--- config.mk ---
export PLATFORM = sky130hd
export DESIGN_NAME = alu_flag_gen
export DESIGN_NICKNAME = d
export VERILOG_FILES = /design/src/rtl/alu_flag_pkg.sv /design/src/rtl/alu_flag_adder.sv /design/src/rtl/alu_flag_eval.sv /design/src/rtl/alu_flag_reg.sv /design/src/rtl/alu_flag_gen.sv
export SDC_FILE = /design/constraint.sdc
export NUM_CORES = 1
export LEC_CHECK = 0
export BUFFER_PORTS_ARGS = -buffer_cell sky130_fd_sc_hd__buf_4
export CAP_MARGIN = 10
export CORE_MARGIN = 4
export CORE_UTILIZATION = 42
export DETAILED_ROUTE_END_ITERATION = 10
export MAX_ROUTING_LAYER = met4
export PLACE_DENSITY = 0.82
export SETUP_SLACK_MARGIN = 0.1
export SKIP_CTS_REPAIR_TIMING = 1
export SLEW_MARGIN = 5
export SYNTH_ARGS = -nofsm -noshare
export SYNTH_HDL_FRONTEND = slang
export SYNTH_SLANG_ARGS = --single-unit
--- constraint.sdc ---
create_clock -name clk_i -period 3.4 [get_ports clk_i]
set_input_delay 0 -clock clk_i [delete_from_list [all_inputs] [get_ports clk_i]]
set_output_delay 0 -clock clk_i [all_outputs]
set_load 0.01 [all_outputs]
--- src/rtl/alu_flag_pkg.sv ---
package alu_flag_pkg;

    typedef enum logic [2:0] {
        OP_ADD  = 3'd0,
        OP_ADC  = 3'd1,
        OP_SUB  = 3'd2,
        OP_SBB  = 3'd3,
        OP_PASS = 3'd4
    } alu_op_e;

    localparam int FLAG_W   = 8;
    localparam int FB_SIGN  = 7;
    localparam int FB_ZERO  = 6;
    localparam int FB_AUX   = 4;
    localparam int FB_PAR   = 2;
    localparam int FB_ONE   = 1;
    localparam int FB_CARRY = 0;

    localparam logic [FLAG_W-1:0] FLAG_RST = 8'h02;

    typedef struct packed {
        logic sign;
        logic zero;
        logic aux;
        logic par;
        logic carry;
    } flags_t;

    typedef struct packed {
        logic sub;
        logic use_cin;
        logic pass;
    } op_ctl_t;

    function automatic op_ctl_t decode_op(input logic [2:0] code);
        op_ctl_t c;
        c.pass    = code[2];
        c.sub     = !code[2] && code[1];
        c.use_cin = !code[2] && code[0];
        return c;
    endfunction

    function automatic logic [FLAG_W-1:0] pack_flags(input flags_t f);
        logic [FLAG_W-1:0] b;
        b           = '0;
        b[FB_SIGN]  = f.sign;
        b[FB_ZERO]  = f.zero;
        b[FB_AUX]   = f.aux;
        b[FB_PAR]   = f.par;
        b[FB_ONE]   = 1'b1;
        b[FB_CARRY] = f.carry;
        return b;
    endfunction

endpackage

--- src/rtl/alu_flag_adder.sv ---
module alu_flag_adder #(
    parameter int DATA_W = 8,
    parameter int NIB_W  = 4
) (
    input  logic [DATA_W-1:0] a_i,
    input  logic [DATA_W-1:0] b_i,
    input  logic              sub_i,
    input  logic              cin_i,
    output logic [DATA_W-1:0] sum_o,
    output logic              carry_o,
    output logic              aux_o
);
    localparam int HI_W = DATA_W - NIB_W;

    logic [DATA_W-1:0] b_eff;
    logic              c_in_eff;
    logic [NIB_W:0]    lo_sum;
    logic [HI_W:0]     hi_sum;

    always_comb begin
        b_eff    = sub_i ? ~b_i : b_i;
        c_in_eff = sub_i ? ~cin_i : cin_i;
        lo_sum   = {1'b0, a_i[NIB_W-1:0]} + {1'b0, b_eff[NIB_W-1:0]}
                 + {{NIB_W{1'b0}}, c_in_eff};
        hi_sum   = {1'b0, a_i[DATA_W-1:NIB_W]} + {1'b0, b_eff[DATA_W-1:NIB_W]}
                 + {{HI_W{1'b0}}, lo_sum[NIB_W]};
        sum_o    = {hi_sum[HI_W-1:0], lo_sum[NIB_W-1:0]};
        // a borrow is the inverse of the carry out of a + ~b + ~bin
        carry_o  = hi_sum[HI_W] ^ sub_i;
        aux_o    = lo_sum[NIB_W] ^ sub_i;
    end
endmodule

--- src/rtl/alu_flag_eval.sv ---
module alu_flag_eval
    import alu_flag_pkg::*;
#(
    parameter int DATA_W = 8
) (
    input  logic [DATA_W-1:0] res_i,
    input  logic              carry_i,
    input  logic              aux_i,
    output logic [FLAG_W-1:0] flags_o
);
    flags_t f;

    always_comb begin
        f.sign  = res_i[DATA_W-1];
        f.zero  = (res_i == '0);
        f.aux   = aux_i;
        f.par   = ~(^res_i);
        f.carry = carry_i;
        flags_o = pack_flags(f);
    end
endmodule

--- src/rtl/alu_flag_reg.sv ---
module alu_flag_reg #(
    parameter int               W       = 8,
    parameter logic [W-1:0]     RST_VAL = '0
) (
    input  logic         clk_i,
    input  logic         rst_i,
    input  logic         en_i,
    input  logic [W-1:0] d_i,
    output logic [W-1:0] q_o
);
    always_ff @(posedge clk_i) begin
        if (rst_i)
            q_o <= RST_VAL;
        else if (en_i)
            q_o <= d_i;
    end
endmodule

--- src/rtl/alu_flag_gen.sv ---
module alu_flag_gen
    import alu_flag_pkg::*;
#(
    parameter int DATA_W = 8,
    parameter int NIB_W  = 4
) (
    input  logic                clk_i,
    input  logic                rst_i,
    input  logic [2:0]          op_i,
    input  logic [DATA_W-1:0]   opa_i,
    input  logic [DATA_W-1:0]   opb_i,
    input  logic                cin_i,
    input  logic                upd_i,
    output logic [DATA_W-1:0]   res_o,
    output logic [FLAG_W-1:0]   flags_o
);
    op_ctl_t           ctl;
    logic [DATA_W-1:0] arith_sum;
    logic              arith_cy;
    logic              arith_ac;
    logic              sel_cy;
    logic              sel_ac;
    logic [FLAG_W-1:0] next_flags;

    always_comb ctl = decode_op(op_i);

    alu_flag_adder #(.DATA_W(DATA_W), .NIB_W(NIB_W)) u_add (
        .a_i     (opa_i),
        .b_i     (opb_i),
        .sub_i   (ctl.sub),
        .cin_i   (ctl.use_cin & cin_i),
        .sum_o   (arith_sum),
        .carry_o (arith_cy),
        .aux_o   (arith_ac)
    );

    always_comb begin
        res_o  = ctl.pass ? opa_i : arith_sum;
        sel_cy = ctl.pass ? 1'b0  : arith_cy;
        sel_ac = ctl.pass ? 1'b0  : arith_ac;
    end

    alu_flag_eval #(.DATA_W(DATA_W)) u_eval (
        .res_i   (res_o),
        .carry_i (sel_cy),
        .aux_i   (sel_ac),
        .flags_o (next_flags)
    );

    alu_flag_reg #(.W(FLAG_W), .RST_VAL(FLAG_RST)) u_reg (
        .clk_i (clk_i),
        .rst_i (rst_i),
        .en_i  (upd_i),
        .d_i   (next_flags),
        .q_o   (flags_o)
    );
endmodule

---- Word-level counts from Yosys, hierarchy flattened ----
Index checks and enable logic that the tools add are counted.
storage, ports and cells
  logic and storage cells ................. 21
  bits of input ports ..................... 23
  bits in registers ....................... 5
  output and inout port bits .............. 16
operators by class
  reduce and logical (&&, ||, !) cells .... 5
  mux-type cells .......................... 5
  $add $sub $neg .......................... 4
  bitwise logic cells ..................... 6
operators by type and width
  cell                 count
  $mux W8              2
  $add A4 B4 Y5        2
  $add A5 B1 Y5        2
  $logic_not A8 Y1     1
  $not A8 Y8           1
  $reduce_xor A8 Y1    1
  $mux W1              3
  $logic_and A1 B1 Y1  2
  $not A1 Y1           2
  $xor A1 B1 Y1        2
  $and A1 B1 Y1        1
  $logic_not A1 Y1     1

---- Longest topological paths before layout ----
  word-level depth ........................ 10
  depth in mapped cells ................... 17
  gate-level depth less buffers ........... 17

---- Modules after synthesis ----
Synthesis repeated with hierarchy kept, for this count alone.
unflattened totals
  cell total of the unflattened synthesis .. 107
  area, all modules ....................... 1006.0 sq um
modules (own cells, without submodules)
  module          area an instance (sq um)  cells an instance  sequential area each (sq um)  times used
  alu_flag_adder  387.9                     44                 0.0                           1
  alu_flag_reg    290.3                     26                 160.2                         1
  alu_flag_eval   167.7                     24                 0.0                           1
  alu_flag_gen    160.2                     13                 0.0                           1

---- Worst setup path before layout ----
No wires, ideal clock.
  path type ............................... input-to-reg
  start ................................... input port op_i[2]
  end ..................................... register u_reg.q_o[2]
  arrival time ............................ 3.273 ns
  stages on the path ...................... 17
  buffers on the path ..................... 1
  required time ........................... 3.286 ns
  setup time .............................. 0.114 ns
  path slack .............................. 0.012 ns
  cell sequence ........................... nand2b_1 -> buf_2 -> xnor2_1 -> fa_1 -> fa_1 -> a21o_1 -> a21oi_2 -> fa_1 -> inv_1 -> fa_1 -> xnor2_1 -> o21a_1 -> ha_1 -> xnor2_1 -> xnor2_1 -> mux2i_1 -> nor2_1
between the ends
  longest elaborated chain between the ends .. 10
  elaborated cells between the ends (all ways) .. 14
  classes of those cells .................. add/sub (4); mux (3); bitwise (3); reduce/logical (4)
ends and longest elaborated chain
  element                                                RTL line             text
  start: declaration                                     alu_flag_gen.sv:9    input logic [2:0] op_i,
  branches (longest 7 deep; another with $add A4 B4 Y5)  --
  $mux W8 *                                              alu_flag_gen.sv:38   res_o = ctl.pass ? opa_i : arith_sum;
  $reduce_xor A8 Y1 *                                    alu_flag_eval.sv:17  f.par = ~(^res_i);
  $not A1 Y1 *                                           alu_flag_eval.sv:17
  end signal: assignment                                 alu_flag_reg.sv:15   q_o <= d_i;
  end: declaration                                       alu_flag_reg.sv:9    output logic [W-1:0] q_o
Mark *: on every way between the ends.
A chain may end at the register's enable or synchronous reset.

---- Final worst setup path ----
Ends and elaborated chain as after synthesis.

==> results.sh <==
export IMPL_synth_area_um2=865
export IMPL_status="finished, final reports clean"
export IMPL_clk_path_buf_depth=2
export IMPL_rr_startpoint="u_reg.q_o[7]"
export IMPL_crit_type="primary input to register"
export IMPL_reg2reg_slack_ns=2.76
export IMPL_coreArea_um2=1960
export IMPL_syn_instance_count=100
export IMPL_drive_above_1_share_pct=42.8
export IMPL_wl_per_cell_um=12.5
export IMPL_fp_dieW_um=53.4
export IMPL_hpwl_um=1640
export IMPL_insertion_delay_ns=0.23
export IMPL_vias=793
export IMPL_crit_buf_inv=2
export IMPL_h_tree_depth=1
export IMPL_start_util_pct=44.1
export IMPL_cp_common_cell="fa_2"
export IMPL_synthAdderAreaFrac_pct=23.7
export IMPL_grt_pass1_wl_um=2980
export IMPL_vias_per_cell=4.81
export IMPL_synth_edff_count=0
export IMPL_grt_pass1_vias=741
export IMPL_antenna_found_initial=0
export IMPL_final_core_util_pct=62.4
export IMPL_io_pins=39
export IMPL_finalSetupTns_ns=0
export IMPL_whs_ns=0.00784
export IMPL_power_uw=451
export IMPL_numPortBuffers=35
export IMPL_cts_sinks=5
export IMPL_track_usage_pct=14.8
export IMPL_async_reset_ff_share_pct=0
export IMPL_required_ns=3.53
export IMPL_rsz0062_at_grt="false"
export IMPL_top_regs="u_reg.q_o x5"
export IMPL_cpPeakStageDelay_ns=0.51
export IMPL_worstPathCellList="buf_4 -> nand2b_4 -> xnor2_2 -> fa_2 -> fa_2 -> a21o_1 -> a21oi_2 -> fa_2 -> inv_1 -> fa_2 -> mux2i_1 -> ha_1 -> xnor2_2 -> xnor2_1 -> mux2i_1 -> nor2_1"
export IMPL_overflow=0
export IMPL_dominantRegCellSynth="dfxtp_1"
export IMPL_clkTransAtPathRegs_ns=0.04
export IMPL_min_period_ns=3.21
export IMPL_root_buffer="clkbuf_4"
export IMPL_min_path_cells=2
export IMPL_synth_top_family_by_area="adder cells"
export IMPL_power_density_nw_per_um2=369
export IMPL_synthToLayoutAreaGrowth_pct=41.5
export IMPL_drtIter0Drc=9
export IMPL_ys_warn_count=0
export IMPL_drc=0
export IMPL_die_area_um2=2850
export IMPL_yosysUniqueCellTypes=25
export IMPL_final_cells=165
export IMPL_setup_worst_path_start_class="primary input"
export IMPL_hold_class="primary input to register"
export IMPL_cp_top_family="adder cells"
export IMPL_gp_congestion=0.915
export IMPL_cts_tree="built"
export IMPL_rows=16
export IMPL_reg2regPathDepth=2
export IMPL_nets=176
export IMPL_crit_arrival_ns=3.34
export IMPL_ant_nets=0
export IMPL_hold_start="rst_i"
export IMPL_rr_endpoint="u_reg.q_o[7]"
export IMPL_grt_max_degree=19
export IMPL_syn_avg_cell_area_um2=8.65
export IMPL_placed_cells=159
export IMPL_firstDrtPassIters=3
export IMPL_post_route_period_util_pct=94.3
export IMPL_synthSimpleGateAreaFrac_pct=14.6
export IMPL_critPathSlowestCell="fa_2"
export IMPL_cts_buffers=3
export IMPL_finalClockSkew_ns=0
export IMPL_muxShareOfSynthArea_pct=10.9
export IMPL_irDropWorstVdd_v=0.000241
export IMPL_maxCapViolCount=0
export IMPL_p_leak_nw=0.608
export IMPL_min_to="u_reg.q_o[7]"
export IMPL_die_h_um=53.4
export IMPL_synth_xor_area_share_pct=16.2
export IMPL_finalWirelength_um=2060
export IMPL_worst_path_max_fanout=3
export IMPL_regMostFlops="u_reg.q_o"
export IMPL_setup_viol=0
export IMPL_yosysSeqAreaShare_pct=11.6
export IMPL_slew_viol_final=0
export IMPL_largest_reg_flops=5
export IMPL_synth_compound_area_share_pct=12.4
export IMPL_max_freq_mhz=312
export IMPL_finalHoldViolCount=0
export IMPL_nFillCells=180
export IMPL_ys_seq_elements=5
export IMPL_crit_path_end_kind="register"
export IMPL_insertedDiodeCount=0
## synthesized netlist by cell type, types with 3 or more instances
master / number / share of area [%]
fa_1: 4 / 9.3
o21a_1: 3 / 2.6
dfxtp_1: 5 / 12
nand2_1: 9 / 3.9
o21ai_0: 4 / 2.3
a21oi_1: 5 / 2.9
xnor2_1: 14 / 14
ha_1: 10 / 14
mux2_2: 3 / 3.9
buf_4: 6 / 5.2
nor2_1: 6 / 2.6
mux2i_1: 6 / 6.9
inv_1: 8 / 3.5
a21o_1: 3 / 2.6
## through the flow
| stage | cell area [um2] | setup WS, ns |
|---|---|---|
| finish | 1220 | 0.193 |
| detailed placement | 1140 | -0.0761 |
| CTS | 1170 | 0.166 |
| global route | 1220 | 0.0773 |
| floorplan | 876 | 0.147 |
| global placement | 1140 | 0.0499 |
## power breakdown
group	internal (mW)	total (mW)	switching [mW]
registers	0.0678	0.0719	0.00410
logic	0.166	0.313	0.147
clock network	0.0442	0.0660	0.0218
total	0.278	0.451	0.173
## kinds of logic (layout without fill, tap and decap cells)
group | count (synthesis) | count (layout)
multiplexers | 9 | 9
AO/OA/AOI/OAI | 17 | 17
XOR/XNOR | 16 | 16
AND/OR/NAND/NOR | 21 | 21
adder cells (fa/ha/maj) | 14 | 14
flip-flops | 5 | 5
other | 2 | 3
buffers and inverters | 16 | 53
## layout by cell type (no fill, tap or decap), drive strengths merged
master and n:
a21o 3, a21oi 7, buf 40, clkbuf 4, conb 3, dfxtp 5, fa 4, ha 10
inv 9, mux2 3, mux2i 6, nand2 9, nand2b 1, nand3b 1, nand4 1, nor2 6
nor3 1, nor4 1, nor4b 1, o21a 3, o21ai 4, xnor2 14, xor2 2
## cell type report
type | instances | area [um2] | area share (%)
tap | 27 | 33.8 | 2.76
sequential | 5 | 100 | 8.18
clock buffer | 4 | 26.3 | 2.15
inverter | 9 | 33.8 | 2.76
timing repair buffer | 40 | 300 | 24.5
multi-input combinational | 80 | 729 | 59.6
## worst max-delay path by stage
stage | from | cells past startpoint | to | slack, ns
2_1_floorplan | op_i[2] | 17 | u_reg.q_o[2] | 0.15
3_3_place_gp | op_i[2] | 17 | u_reg.q_o[2] | 0.05
3_5_place_dp | op_i[2] | 17 | u_reg.q_o[2] | -0.08
4_1_cts | op_i[2] | 17 | u_reg.q_o[2] | 0.17
5_1_grt | op_i[2] | 16 | u_reg.q_o[2] | 0.08
6_report | op_i[2] | 16 | u_reg.q_o[2] | 0.19
## metal layers
layer  track usage [%]  wire, um
met1              15.5       856
met2              26.3      1100
met3              3.10        88
met4              6.38        16
met5                 -         0
No activity file was read; power rests on OpenSTA's default activity.
